## config.mk

```make
export PLATFORM = sky130hd
export DESIGN_NAME = ep0_ctrl_status
export DESIGN_NICKNAME = d
export VERILOG_FILES = /design/src/rtl/ep0_pkg.sv /design/src/rtl/ep0_wr_decode.sv /design/src/rtl/ep0_flag_bank.sv /design/src/rtl/ep0_irq_gen.sv /design/src/rtl/ep0_ctrl_status.sv
export SDC_FILE = /design/constraint.sdc
export NUM_CORES = 1
export LEC_CHECK = 0
export BUFFER_PORTS_ARGS = -buffer_cell sky130_fd_sc_hd__buf_2
export CAP_MARGIN = 20
export CORE_AREA = 3 3 40 42
export CTS_CLUSTER_DIAMETER = 150
export DETAILED_ROUTE_END_ITERATION = 16
export DIE_AREA = 0 0 43 45
export PLACE_DENSITY = 0.67
export SYNTH_ARGS = -nofsm -noshare
export SYNTH_HDL_FRONTEND = slang
export SYNTH_SLANG_ARGS = --single-unit
```

## constraint.sdc

```tcl
create_clock -name clk_i -period 1.09 [get_ports clk_i]
set_input_delay 0.0545 -clock clk_i [delete_from_list [all_inputs] [get_ports clk_i]]
set_output_delay 0.0545 -clock clk_i [all_outputs]
set_load 0.02 [all_outputs]
```

## src/rtl/ep0_pkg.sv

```systemverilog
package ep0_pkg;
  localparam int unsigned REG_W   = 8;
  localparam int unsigned N_FLAGS = 6;

  // flag index == register bit position
  localparam int unsigned F_OUT_RDY    = 0;
  localparam int unsigned F_IN_RDY     = 1;
  localparam int unsigned F_STALL_SENT = 2;
  localparam int unsigned F_DATA_END   = 3;
  localparam int unsigned F_SETUP_END  = 4;
  localparam int unsigned F_STALL_REQ  = 5;
  // write-only strobe positions
  localparam int unsigned B_SVC_OUT    = 6;
  localparam int unsigned B_SVC_SUE    = 7;

  typedef logic [N_FLAGS-1:0] flag_vec_t;
endpackage

```

## src/rtl/ep0_wr_decode.sv

```systemverilog
module ep0_wr_decode
  import ep0_pkg::*;
#(
  parameter int unsigned          ADDR_W  = 8,
  parameter logic [ADDR_W-1:0]    REG_IDX = 'h11
) (
  input  logic [ADDR_W-1:0] reg_addr_i,
  input  logic              reg_wr_i,
  input  logic [REG_W-1:0]  reg_wdata_i,
  output logic              hit_o,
  output flag_vec_t         sw_set_o,
  output flag_vec_t         sw_clr_o
);
  logic wr_hit;
  logic unused_ro_bits;

  assign hit_o  = (reg_addr_i == REG_IDX);
  assign wr_hit = hit_o & reg_wr_i;
  // read-only positions are dropped on write
  assign unused_ro_bits = reg_wdata_i[F_OUT_RDY] ^ reg_wdata_i[F_SETUP_END];

  always_comb begin
    sw_set_o = '0;
    sw_clr_o = '0;
    sw_set_o[F_IN_RDY]     = wr_hit & reg_wdata_i[F_IN_RDY];
    sw_set_o[F_DATA_END]   = wr_hit & reg_wdata_i[F_DATA_END];
    sw_set_o[F_STALL_REQ]  = wr_hit & reg_wdata_i[F_STALL_REQ];
    sw_clr_o[F_OUT_RDY]    = wr_hit & reg_wdata_i[B_SVC_OUT];
    sw_clr_o[F_SETUP_END]  = wr_hit & reg_wdata_i[B_SVC_SUE];
    sw_clr_o[F_STALL_SENT] = wr_hit & ~reg_wdata_i[F_STALL_SENT];
  end
endmodule

```

## src/rtl/ep0_flag_bank.sv

```systemverilog
module ep0_flag_bank
  import ep0_pkg::*;
(
  input  logic      clk_i,
  input  logic      rst_ni,
  input  flag_vec_t set_i,
  input  flag_vec_t clr_i,
  output flag_vec_t q_o
);
  for (genvar k = 0; k < N_FLAGS; k++) begin : g_flag
    logic q;
    // set has priority so no event is lost
    always_ff @(posedge clk_i or negedge rst_ni) begin
      if (!rst_ni)       q <= 1'b0;
      else if (set_i[k]) q <= 1'b1;
      else if (clr_i[k]) q <= 1'b0;
    end
    assign q_o[k] = q;

    a_r10_set_wins: assert property (@(posedge clk_i) disable iff (!rst_ni)
      set_i[k] |=> q_o[k]);
    a_r10_clear: assert property (@(posedge clk_i) disable iff (!rst_ni)
      (!set_i[k] && clr_i[k]) |=> !q_o[k]);
    a_r5_hold: assert property (@(posedge clk_i) disable iff (!rst_ni)
      (!set_i[k] && !clr_i[k]) |=> $stable(q_o[k]));
  end
endmodule

```

## src/rtl/ep0_irq_gen.sv

```systemverilog
module ep0_irq_gen (
  input  logic clk_i,
  input  logic rst_ni,
  input  logic rx_pkt_i,
  input  logic in_rdy_i,
  input  logic in_cancel_i,
  output logic irq_o
);
  logic irq_d;
  assign irq_d = rx_pkt_i | (in_rdy_i & in_cancel_i);

  always_ff @(posedge clk_i or negedge rst_ni) begin
    if (!rst_ni) irq_o <= 1'b0;
    else         irq_o <= irq_d;
  end

  a_r5_rx_irq: assert property (@(posedge clk_i) disable iff (!rst_ni)
    rx_pkt_i |=> irq_o);
  a_r6_in_irq: assert property (@(posedge clk_i) disable iff (!rst_ni)
    (in_rdy_i && in_cancel_i) |=> irq_o);
  a_r11_no_spurious: assert property (@(posedge clk_i) disable iff (!rst_ni)
    (!rx_pkt_i && !(in_rdy_i && in_cancel_i)) |=> !irq_o);
endmodule

```

## src/rtl/ep0_ctrl_status.sv

```systemverilog
module ep0_ctrl_status
  import ep0_pkg::*;
#(
  parameter int unsigned       ADDR_W  = 8,
  parameter logic [ADDR_W-1:0] REG_IDX = 'h11
) (
  input  logic              clk_i,
  input  logic              rst_ni,
  input  logic [ADDR_W-1:0] reg_addr_i,
  input  logic              reg_wr_i,
  input  logic [7:0]        reg_wdata_i,
  output logic [7:0]        reg_rdata_o,
  input  logic              ev_rx_pkt_i,
  input  logic              ev_tx_done_i,
  input  logic              ev_setup_i,
  input  logic              ev_out_i,
  input  logic              ev_stall_sent_i,
  input  logic              ev_xfer_end_i,
  input  logic              ev_status_done_i,
  output logic              irq_o,
  output logic              stall_req_o,
  output logic              data_end_o
);
  logic      hit;
  logic      in_cancel;
  flag_vec_t sw_set, sw_clr, set_v, clr_v, flags;

  ep0_wr_decode #(.ADDR_W(ADDR_W), .REG_IDX(REG_IDX)) i_dec (
    .reg_addr_i (reg_addr_i),
    .reg_wr_i   (reg_wr_i),
    .reg_wdata_i(reg_wdata_i),
    .hit_o      (hit),
    .sw_set_o   (sw_set),
    .sw_clr_o   (sw_clr)
  );

  assign in_cancel = ev_tx_done_i | ev_setup_i | ev_out_i;

  // merge engine events with firmware strobes per flag ownership
  always_comb begin
    set_v = '0;
    clr_v = '0;
    set_v[F_OUT_RDY]    = ev_rx_pkt_i;
    clr_v[F_OUT_RDY]    = sw_clr[F_OUT_RDY];
    set_v[F_IN_RDY]     = sw_set[F_IN_RDY];
    clr_v[F_IN_RDY]     = in_cancel;
    set_v[F_STALL_SENT] = ev_stall_sent_i;
    clr_v[F_STALL_SENT] = sw_clr[F_STALL_SENT];
    set_v[F_DATA_END]   = sw_set[F_DATA_END];
    clr_v[F_DATA_END]   = ev_status_done_i;
    set_v[F_SETUP_END]  = ev_xfer_end_i & ~flags[F_DATA_END];
    clr_v[F_SETUP_END]  = sw_clr[F_SETUP_END];
    set_v[F_STALL_REQ]  = sw_set[F_STALL_REQ];
    clr_v[F_STALL_REQ]  = ev_stall_sent_i;
  end

  ep0_flag_bank i_flags (
    .clk_i (clk_i),
    .rst_ni(rst_ni),
    .set_i (set_v),
    .clr_i (clr_v),
    .q_o   (flags)
  );

  ep0_irq_gen i_irq (
    .clk_i      (clk_i),
    .rst_ni     (rst_ni),
    .rx_pkt_i   (ev_rx_pkt_i),
    .in_rdy_i   (flags[F_IN_RDY]),
    .in_cancel_i(in_cancel),
    .irq_o      (irq_o)
  );

  assign reg_rdata_o = hit ? {2'b00, flags} : '0;
  assign stall_req_o = flags[F_STALL_REQ];
  assign data_end_o  = flags[F_DATA_END];

  a_r4_setup_end: assert property (@(posedge clk_i) disable iff (!rst_ni)
    (ev_xfer_end_i && !data_end_o) |=> reg_rdata_o[F_SETUP_END] || !hit);
  a_r7_stall_handoff: assert property (@(posedge clk_i) disable iff (!rst_ni)
    (stall_req_o && ev_stall_sent_i && !sw_set[F_STALL_REQ]) |=> !stall_req_o);
  a_r9_data_end_clr: assert property (@(posedge clk_i) disable iff (!rst_ni)
    (ev_status_done_i && !sw_set[F_DATA_END]) |=> !data_end_o);
  a_r3_strobe_zero: assert property (@(posedge clk_i) disable iff (!rst_ni)
    reg_rdata_o[7:6] == 2'b00);
endmodule

```

## Yosys cells after proc, flatten, opt, wreduce, memory -nomap -nowiden

Index checks and enable logic that the tools add are counted.

| storage, ports and cells | value |
|---|---|
| output and inout port bits | 11 |
| logic and storage cells | 41 |
| bits in registers | 7 |
| bits of input ports | 26 |

| cells by class | value |
|---|---|
| bitwise logic cells | 14 |
| eq/ne operators | 1 |
| mux-type cells | 13 |
| reduce and logical (&&, ||, !) cells | 6 |

Operators by type and width:

| kind | count |
|---|---|
| 1-bit two-way mux | 12 |
| 2-bit nonzero test | 6 |
| 1-bit AND | 9 |
| 8-bit by 5-bit == test with 1-bit output, second input constant | 1 |
| 6-bit two-way mux | 1 |
| 1-bit OR | 3 |
| 1-bit NOT | 2 |

## Depth between registers and ports, before layout

| logic depth | value |
|---|---|
| depth in word-level cells | 5 |
| mapped depth | 3 |

## Cells and area by module

A second synthesis with hierarchy kept.

| unflattened totals | value |
|---|---|
| cells, all modules | 60 |
| area, all modules | 536.8 µm² |

By module, submodules not included:

| module | instances | cells an instance | area each (µm²) |
|---|---|---|---|
| ep0_flag_bank | 1 | 24 | 262.8 |
| ep0_wr_decode | 1 | 23 | 172.7 |
| ep0_ctrl_status | 1 | 11 | 68.8 |
| ep0_irq_gen | 1 | 2 | 32.5 |

## Worst setup path before layout

No wires, ideal clock.

| path | value |
|---|---|
| path type | input to output |
| start | input reg_addr_i[7] |
| end | output reg_rdata_o[1] |
| path slack | -63 ps |
| arrival time | 1099 ps |
| buffers on the path | 0 |
| required time | 1036 ps |
| cell stages on the path | 2 |
| cell sequence | or4_4 nor3_1 |

| on the way | value |
|---|---|
| longest elaborated chain between the ends | 2 |

Ends and longest elaborated chain:

| what | line | source |
|---|---|---|
| from (decl) | ep0_ctrl_status.sv:9 | `input logic [ADDR_W-1:0] reg_addr_i,` |
| 8-bit by 5-bit == test with 1-bit output | ep0_wr_decode.sv:17 | `assign hit_o = (reg_addr_i == REG_IDX);` |
| 6-bit two-way mux | ep0_ctrl_status.sv:74 | `assign reg_rdata_o = hit ? {2'b00, flags} : '0;` |
| to (decl) | ep0_ctrl_status.sv:12 | `output logic [7:0] reg_rdata_o,` |

Every way passes these cells.

## Worst setup path after layout

| path | value |
|---|---|
| start | input reg_addr_i[7] |
| end | output reg_rdata_o[4] |

Same word-level chain as after synthesis.

==> out/metrics.yaml <==
status: "finished, violations left"
cp.arrival_ns: 1.14
finalHoldViolations: 0
timing.critical_path.mode_cell: "buf_6"
clock-sinks: 7
grt_use_total_pct: 11.0
stdcell_area_sq_um: 723
rsz0062_at_grt: "true"
period_needed_ns: 1.20
initial_core_util_pct: 30.8
grt_first_pass_wirelength_um: 1530
startpoint_type: "primary input"
hp-class: "in2reg"
violations: "setup timing"
grt-ovfl-total: 0
ys_seq_elements: 7
max_freq_ghz: 0.836
wl_um: 1140
drt-wirelength-per-cell_um: 11.6
r2r_setup_slack_ns: 0.35
finalSetupTns_ns: -0.696
grt_antenna_before_repair: 0
synthesis.area_sq_um: 395
synth_top_cell_by_area: "dfrtp_1"
final_nets: 110
viasPerCell: 4.54
synth_top_family_by_area: "simple AND/OR/NAND/NOR gates"
synth_commonest_cells: "7 x dfrtp_1, 4 x and2_2, 4 x inv_1"
placeableCoreArea_sq_mm: 0.00128
synthFlopType: "dfrtp_1"
cts.reportedPaths.clkPinSlew_ns: 0.05
drive_above_1_share_pct: 63.9
die_w_um: 43
cp_slowest_cell: "or4_4"
holdPathStages: 3
worstPathRequired_ns: 1.04
synth_edf_count: 0
r2r_start: "i_flags.g_flag[1].q"
ys_types: 18
synth.avg_cell_area_sq_um: 10.1
synth-xor-area-share_pct: 0
crit_fanout: 7
layout_setup_ws_ns: -0.106
dieHeight_um: 45
dp_hpwl_um: 775
n_fill_cell: 127
cts_buffers: 3
synth.most_common_cell: "dfrtp_1"
crit_type: "in2out"
synth.area.mux_share_pct: 0
p_per_area_mw_per_mm2: 824
clock_skew_ns: 0.0000679
setup_viol: 8
yosys.area_share.simple_pct: 31.6
clock_path_buffers: 2
maxCapViolCount: 0
endpoint: "reg_rdata_o[4]"
port_buffers: 32
clock_latency_ns: 0.25
drc_errors: 0
synthCells: 39
synthTopCellsByArea: "dfrtp_1 44%, and2_2 7.6%, nand4bb_4 7.0%, a32o_2 5.7%, nor3_1 3.8%"
path_cells: "buf_6 -> or4_4 -> nor2_4 -> and2_4 -> buf_6"
root_buffer: "clkbuf_4"
drv_slew: 0
timing.final.crit_share_pct: 110
grt_max_degree: 8
io_pins: 37
synth_compound_area_share_pct: 15.5
htree_levels: 1
gp_congestion: 0.700
ir_drop_mv: 0.376
r2r_end: "i_flags.g_flag[1].q"
dp_slack_ns: -0.182
post_dp_cell_area_sq_um: 578
diodes: 0
synth_top_area_share_pct: 44.3
synth_fa_ha_area_share_pct: 0
async_reset_ff_share_pct: 100
final_core_util_pct: 56.3
yosysWarnings: 0
dr_total_vias: 445
antenna_left: 0
dr.pass1.iters: 4
cts_tree: "yes"
dieArea_sq_mm: 0.00194
area_delta_synth_final_pct: 82.9
cp-startpoint: "reg_addr_i[7]"
drtIter0Drc: 3
cp_slowest_stage_delay_ns: 0.55
p_total_mw: 0.596
power.static_leakage_nw: 0.365
grt_pass1_vias: 379
yosysSeqAreaShare_pct: 44.3
reg2reg_depth: 1
critPathCaptureType: "primary output"
core.rowCount: 13
==> worst min-delay path by stage <==
stage | startpoint | slack (ns) | to
after floorplan | rst_ni | -0.24 | i_flags.g_flag[0].q
after global placement | rst_ni | -0.10 | i_flags.g_flag[3].q
after CTS | ev_xfer_end_i | 0.03 | i_flags.g_flag[4].q
after global routing | ev_xfer_end_i | 0.05 | i_flags.g_flag[4].q
final | ev_xfer_end_i | 0.04 | i_flags.g_flag[4].q
after detailed placement | rst_ni | -0.1 | i_flags.g_flag[3].q
==> state kept, by name, indices dropped and copies added, names as in the netlist <==
name and cells:
i_flags.g_flag.q 6, i_irq.irq_o 1
==> area by class of cell <==
cell class	instances	area, sq um	area share, %
clock buffer	4	26.3	3.63
inverter	4	15.0	2.08
multi-input combinational	27	209	28.9
sequential	7	175	24.2
tap	15	18.8	2.60
timing repair buffer	41	279	38.6
==> worst max-delay path, delay by kind of cell <==
family,cells,cell delay (ns)
buf+inv,2,0.20
simple gates,3,0.89
==> report_power, final <==
group          internal [mW]  switching, mW  total [mW]
Sequential             0.262       0.000541       0.263
Clock                  0.140         0.0942       0.234
Combinational         0.0547         0.0442      0.0989
Total                  0.457          0.139       0.596
==> metrics by stage <==
step / std cells / hold slack [ns]
global route: 98 / 0.0468
detailed placement: 87 / -0.0976
finish: 98 / 0.0356
global placement: 87 / -0.103
floorplan: 40 / -0.241
CTS: 97 / 0.0279
==> routing by layer <==
| layer | track usage [%] | up-vias | part of all wire (%) | wire length (um) |
|---|---|---|---|---|
| met1 | 11.6 | 196 | 35 | 399 |
| met4 | 5.42 | 0 | 0 | 0 |
| met2 | 20.1 | 29 | 53 | 608 |
| met5 | 0 | - | 0 | 0 |
| li1 | - | 220 | - | - |
| met3 | 3.19 | 0 | 11 | 129 |
==> layout by cell type (no fill, tap or decap) <==
cell and instances:
o21bai_1 1, buf_6 7, dfrtp_1 7, nand2_1 3, nand4bb_4 1, a21oi_1 2
clkbuf_1 1, or4_4 1, clkbuf_4 3, dlygate4sd3_1 2, nor3b_1 1, o32ai_1 1
inv_1 4, buf_4 8, and2_4 4, buf_2 24, nor2_1 3, nor3_1 1
nor2_4 1, o31ai_1 1, o21ai_1 1, a32o_2 2, conb_1 2, nor3_2 2
==> repair_timing <==
action / CTS / global route
hold buffers: 2 / 0
endpoints found under the hold margin: 8 / 0
pin swaps: 6 / 3
gates resized for setup: 13 / 6
endpoints found under the setup margin: 6 / 8
setup buffers: 4 / 1
==> cell families after synthesis <==
kind of cell / after synthesis
AO/OA/AOI/OAI: 8
buffers and inverters: 6
flip-flops: 7
other: 1
AND/OR/NAND/NOR: 17
No activity file was read; power rests on OpenSTA's default activity.
